File: config.mk
export PLATFORM = sky130hd
export DESIGN_NAME = bitop_unit
export DESIGN_NICKNAME = d
export VERILOG_FILES = /design/src/rtl/bitop_pkg.sv /design/src/rtl/bitop_index.sv /design/src/rtl/bitop_modify.sv /design/src/rtl/bitop_unit.sv
export SDC_FILE = /design/constraint.sdc
export NUM_CORES = 1
export LEC_CHECK = 0
export ABC_CLOCK_PERIOD_IN_PS = 3150
export BUFFER_PORTS_ARGS = -buffer_cell sky130_fd_sc_hd__buf_2
export CAP_MARGIN = 20
export CORE_MARGIN = 1.5
export CORE_UTILIZATION = 59
export DETAILED_ROUTE_END_ITERATION = 10
export GPL_TIMING_DRIVEN = 0
export PLACE_DENSITY = 0.84
export SETUP_SLACK_MARGIN = 0.5
export SLEW_MARGIN = 20
export SYNTH_ARGS = -nofsm -noshare
export SYNTH_HDL_FRONTEND = slang
export SYNTH_HIERARCHICAL = 1
export SYNTH_SLANG_ARGS = --single-unit
export TNS_END_PERCENT = 5
File: constraint.sdc
create_clock -name clk -period 3.15 [get_ports clk]
set_clock_uncertainty 0.1 [all_clocks]
set_input_delay 0.4725 -clock clk [delete_from_list [all_inputs] [get_ports clk]]
set_output_delay 0.4725 -clock clk [all_outputs]
set_load 0.02 [all_outputs]
File: src/rtl/bitop_pkg.sv
package bitop_pkg;

    typedef enum logic [1:0] {
        OP_TEST = 2'b00,
        OP_CHG  = 2'b01,
        OP_CLR  = 2'b10,
        OP_SET  = 2'b11
    } bitop_e;

    typedef struct packed {
        logic x;
        logic n;
        logic z;
        logic v;
        logic c;
    } ccr_t;

    localparam int CCR_W = 5;

    function automatic logic is_modify(input bitop_e o);
        return o != OP_TEST;
    endfunction

    function automatic ccr_t merge_zero(input ccr_t f, input logic zero);
        ccr_t r;
        r   = f;
        r.z = zero;
        return r;
    endfunction

endpackage

File: src/rtl/bitop_index.sv
module bitop_index #(
    parameter int DATA_W = 32,
    parameter int MEM_W  = 8,
    parameter int SEL_W  = 8
) (
    input  logic [SEL_W-1:0]  bit_sel,
    input  logic              is_mem,
    output logic [DATA_W-1:0] mask
);
    localparam int IDX_W  = $clog2(DATA_W);
    localparam int MIDX_W = $clog2(MEM_W);

    logic [IDX_W-1:0] idx;

    always_comb begin
        if (is_mem)
            idx = IDX_W'(bit_sel[MIDX_W-1:0]);
        else
            idx = bit_sel[IDX_W-1:0];
    end

    for (genvar i = 0; i < DATA_W; i++) begin : g_dec
        assign mask[i] = (idx == IDX_W'(i));
    end
endmodule

File: src/rtl/bitop_modify.sv
module bitop_modify
    import bitop_pkg::*;
#(
    parameter int DATA_W = 32,
    parameter int MEM_W  = 8
) (
    input  logic [DATA_W-1:0] operand,
    input  logic [DATA_W-1:0] mask,
    input  logic              is_mem,
    input  bitop_e            op,
    output logic [DATA_W-1:0] value,
    output logic              was_zero
);
    logic [DATA_W-1:0] lanes;

    for (genvar i = 0; i < DATA_W; i++) begin : g_lane
        if (i < MEM_W) begin : g_low
            assign lanes[i] = operand[i];
        end else begin : g_high
            assign lanes[i] = operand[i] & ~is_mem;
        end
    end

    assign was_zero = ~|(lanes & mask);

    always_comb begin
        unique case (op)
            OP_SET:  value = lanes | mask;
            OP_CLR:  value = lanes & ~mask;
            OP_CHG:  value = lanes ^ mask;
            default: value = lanes;
        endcase
    end
endmodule

File: src/rtl/bitop_unit.sv
module bitop_unit
    import bitop_pkg::*;
#(
    parameter int DATA_W = 32,
    parameter int MEM_W  = 8,
    parameter int SEL_W  = 8
) (
    input  logic              clk,
    input  logic              rst,
    input  logic              in_valid,
    input  logic [1:0]        op,
    input  logic              is_mem,
    input  logic [SEL_W-1:0]  bit_sel,
    input  logic [DATA_W-1:0] operand,
    input  logic [CCR_W-1:0]  flags_in,
    output logic              out_valid,
    output logic [DATA_W-1:0] result,
    output logic [CCR_W-1:0]  flags_out,
    output logic              wr_en
);
    bitop_e            op_q;
    logic [DATA_W-1:0] mask;
    logic [DATA_W-1:0] value;
    logic              was_zero;
    ccr_t              ccr_next;

    assign op_q = bitop_e'(op);

    bitop_index #(.DATA_W(DATA_W), .MEM_W(MEM_W), .SEL_W(SEL_W)) u_index (
        .bit_sel (bit_sel),
        .is_mem  (is_mem),
        .mask    (mask)
    );

    bitop_modify #(.DATA_W(DATA_W), .MEM_W(MEM_W)) u_modify (
        .operand  (operand),
        .mask     (mask),
        .is_mem   (is_mem),
        .op       (op_q),
        .value    (value),
        .was_zero (was_zero)
    );

    assign ccr_next = merge_zero(ccr_t'(flags_in), was_zero);

    always_ff @(posedge clk) begin
        if (rst) begin
            out_valid <= 1'b0;
            wr_en     <= 1'b0;
            result    <= '0;
            flags_out <= '0;
        end else begin
            out_valid <= in_valid;
            wr_en     <= in_valid & is_modify(op_q);
            if (in_valid) begin
                result    <= value;
                flags_out <= ccr_next;
            end
        end
    end
endmodule

==> results.tsv <==
stage	metric	value	unit
worst_setup_path	classification of the worst setup path	input port to flip-flop	
worst_setup_path	critical path peak fanout	8	
min_path	HP Class	input port to flip-flop	
layout	layout cell share with drive strength beyond 1	22.46	%
cts	CTS resizes	0	
worst_setup_path	reg2reg end	result[28]	
sta	post-layout minimum cycle time	2.502	ns
worst_setup_path	Setup crit end kind	flip-flop	
sta	final number of hold-violating endpoints	0	
sta	RSZ-0062 raised after global routing	false	
placed_design	GPL Wtd Cong	0.9591	
layout	fin cells	596	
routing	vias per inst	5.718	
cts	total CTS buffers	5	
worst_setup_path	r2r startpoint	result[28]	
worst_setup_path	flop2flop setup slack	2.41	ns
placed_design	hpwl dp	7053	um
cts	Clock Tree Buf Depth	2	
synth	Synth Register Bits	39	
worst_setup_path	worst reg2reg path depth	2	
layout	FILL cells	486	
routing	DR DRC count	0	
synth	Syn Inst Count	430	
sta	Slew @ Worst Pin	0.6136	ns
grt	aggregate global-route resource usage	28.93	%
synth	Yosys Warn Count	6	
synth	Syn Area/Cell	8.360	sq um
sta	setup violators final	0	
sta	setup_tns	0	ns
placed_design	placed insts	589	
floorplanning	Ports	90	
cts	Worst-Skew Late Latency	0.29	ns
routing	DR iter-0 viols	188	
floorplanning	die height	81.06	um
worst_setup_path	crit path cell chain	buf_2 -> or2_2 -> clkbuf_1 -> nor3_1 -> ha_1 -> or4_1 -> nor2_1 -> nand4_1 -> o21ai_1 -> mux2i_1 -> nor2_1	
grt	largest net degree at the start of global routing	15	
cts	clk root buf	clkbuf_8	
cts	Post-CTS Hold Buffers	0	
cts	Post-CTS Setup Repair Bufs	0	
grt	number of global-route vias before repair	3250	
floorplanning	die width	81.06	um
power_and_ir_drop	PwrDens	307.6	nW/um^2
power_and_ir_drop	Total Power	1.291	mW
routing	WL/cell	15.20	um
layout	Final #Nets	620	
placed_design	Port Buffers	84	
worst_setup_path	CP Launch Type	input port	
synth	Netlist cell types	35	
flow_run	MaxCap Viol Count	0	
cts	CTS tree	yes	
floorplanning	num rows	28	
min_path	hold path endpoint	wr_en	
grt	Overflow after GRT	0	
status	status	finished, final reports clean	
routing	first-pass iteration count of the detailed router	5	
min_path	hold depth	2	
cts	H-tree levels	2	
worst_setup_path	worst path bufs/invs	2	
routing	post-route ant nets	0	
layout	n_diodes	0	
sta	max-slew violations	0	
layout	footprint of the multi-input gates	2426	sq um
worst_setup_path	Top cell by count, worst path	nor2_1	
cts	clk sink count	39	
worst_setup_path	Top Family by Delay on Critical Path	simple AND/OR/NAND/NOR gates	
layout	Final Cell Area	4198	sq um
synth	Syn Nets	529	
placed_design	placed cell area	4109	sq um
floorplanning	initial core utilization	61.08	%
grt	initial antenna violation count	0	
synth	register area share after synthesis	21.72	%
min_path	hold path startpoint	op[1]	
worst_setup_path	Crit-path slowest cell	or4_1	
layout	synthesis-to-finish area growth	16.78	%
synth	Syn Std Cell Area	3595	sq um
cts	clock slew at reported path FFs	0.07	ns
worst_setup_path	Crit path largest cell delay	0.56	ns
worst_setup_path	Req. time, crit path	3.28	ns
routing	WL final	9062	um
grt	first-pass GRT wire length	14630	um
sta	fmax	0.3996	GHz
power_and_ir_drop	maximum vdd drop	0.2160	mV
floorplanning	core region area	5886	sq um
worst_setup_path	arrival time worst endpoint	2.64	ns
power_and_ir_drop	P_leak	2.131	nW
routing	vias	3408	
sta	final worst-path cycle share	79.44	%
layout	register area	780.7	sq um
floorplanning	full die area	6570	sq um
sta	worst relative slew slack	59.10	%
synthesized netlist by cell type:
cell type  count  area share, %
a21o_1        10            2.1
inv_1         58            6.1
or4_1          1           0.21
nand2b_1      26            4.5
nor3_1         4           0.56
nor3b_1        4           0.84
nand4b_1       1           0.24
a221oi_1       4           0.97
dfxtp_1       39             22
or4_4          1           0.31
o21ai_1        1           0.14
a221oi_2       1           0.42
and2b_1        1           0.21
ha_1          48             17
buf_12         2            1.1
nand4_1        2           0.35
buf_2          8            1.1
or2_2          1           0.17
a211oi_1      10            2.1
o21ba_2        1           0.28
a22oi_1        2           0.42
nand4bb_1      3           0.94
buf_4          1           0.21
clkbuf_1      14            1.5
buf_1          2           0.21
mux2i_1       47             13
o211ai_1      14            2.9
a22o_1         5            1.2
a211o_1       14            3.4
o21a_1         1           0.21
nor2_1        62            6.5
or4b_1         2           0.56
mux4_2         8            5.0
buf_6          2           0.63
nand2_1       30            3.1
state kept, by name, indices dropped and copies added, names as in the netlist:
name and flops:
result 32, flags_out 5, out_valid 1, wr_en 1
power by group:
group,switching (mW),internal (mW)
sequential,0.0133,0.523
combinational,0.231,0.173
clock,0.178,0.172
final cells by class:
cell class                 count  share of cell area (%)
clock buffer                   6                   1.967
timing repair buffer          84                   10.01
tap                           75                   2.235
multi-input combinational    304                   57.79
buffer                        29                   4.083
inverter                      58                   5.186
clock inverter                 1                  0.1192
sequential                    39                   18.60
per-layer routing:
metal  global-route usage (%)  vias to the layer above  part of all wire [%]
li1                         -                     1653                     -
met1                    33.99                     1574                    42
met2                    50.50                      152                    48
met3                    4.607                       29                   7.2
met4                    14.83                        0                   3.0
met5                        0                        -                     0
metrics by stage:
step / setup slack, ns / utilization (%) / hold WS [ns]
after floorplan: 0.8303 / - / 0.4827
after global placement: 0.3937 / 69.81 / 0.3667
after detailed placement: 0.3155 / 69.81 / 0.3772
after CTS: 0.6190 / 71.30 / 0.2895
after global routing: 0.5580 / 71.32 / 0.3028
final: 0.6476 / 71.32 / 0.3026
kinds of logic after synthesis:
group,after synthesis,share of synthesized area [%]
flops,39,21.72
buf+inv,87,10.79
mux,55,18.10
compound gates,63,14.17
simple gates,138,18.52
fa+ha+maj,48,16.71
how the worst max path moves through the flow:
stage	start	endpoint	slack, ns	cells after the start
3_3_place_gp	is_mem	flags_out[2]	0.39	11
6_report	bit_sel[0]	flags_out[2]	0.65	11
4_1_cts	is_mem	flags_out[2]	0.62	11
5_1_grt	bit_sel[0]	flags_out[2]	0.56	11
2_1_floorplan	bit_sel[0]	result[4]	0.83	8
3_5_place_dp	is_mem	flags_out[2]	0.32	11
cells in the final DEF (no fill, tap or decap):
cell	count
nor2_1	62
buf_12	2
dfxtp_1	39
or4b_1	2
buf_2	92
ha_1	48
nor3_1	4
nand4bb_1	3
buf_4	1
nand4b_1	1
clkbuf_2	1
o21ai_1	1
o21ba_2	1
buf_1	2
inv_1	58
nand2_1	30
buf_6	2
clkinv_2	1
clkbuf_1	13
a21o_1	10
or4_1	1
a22oi_1	2
o211ai_1	14
a221oi_1	4
mux4_2	8
nand4_1	2
or4_4	1
mux2i_1	47
a22o_1	5
clkbuf_8	6
or2_2	1
nor3b_1	4
nand2b_1	26
a211oi_1	10
a221oi_2	1
o21a_1	1
and2b_1	1
a211o_1	14
Note: power is estimated with default switching activity, not from simulation.
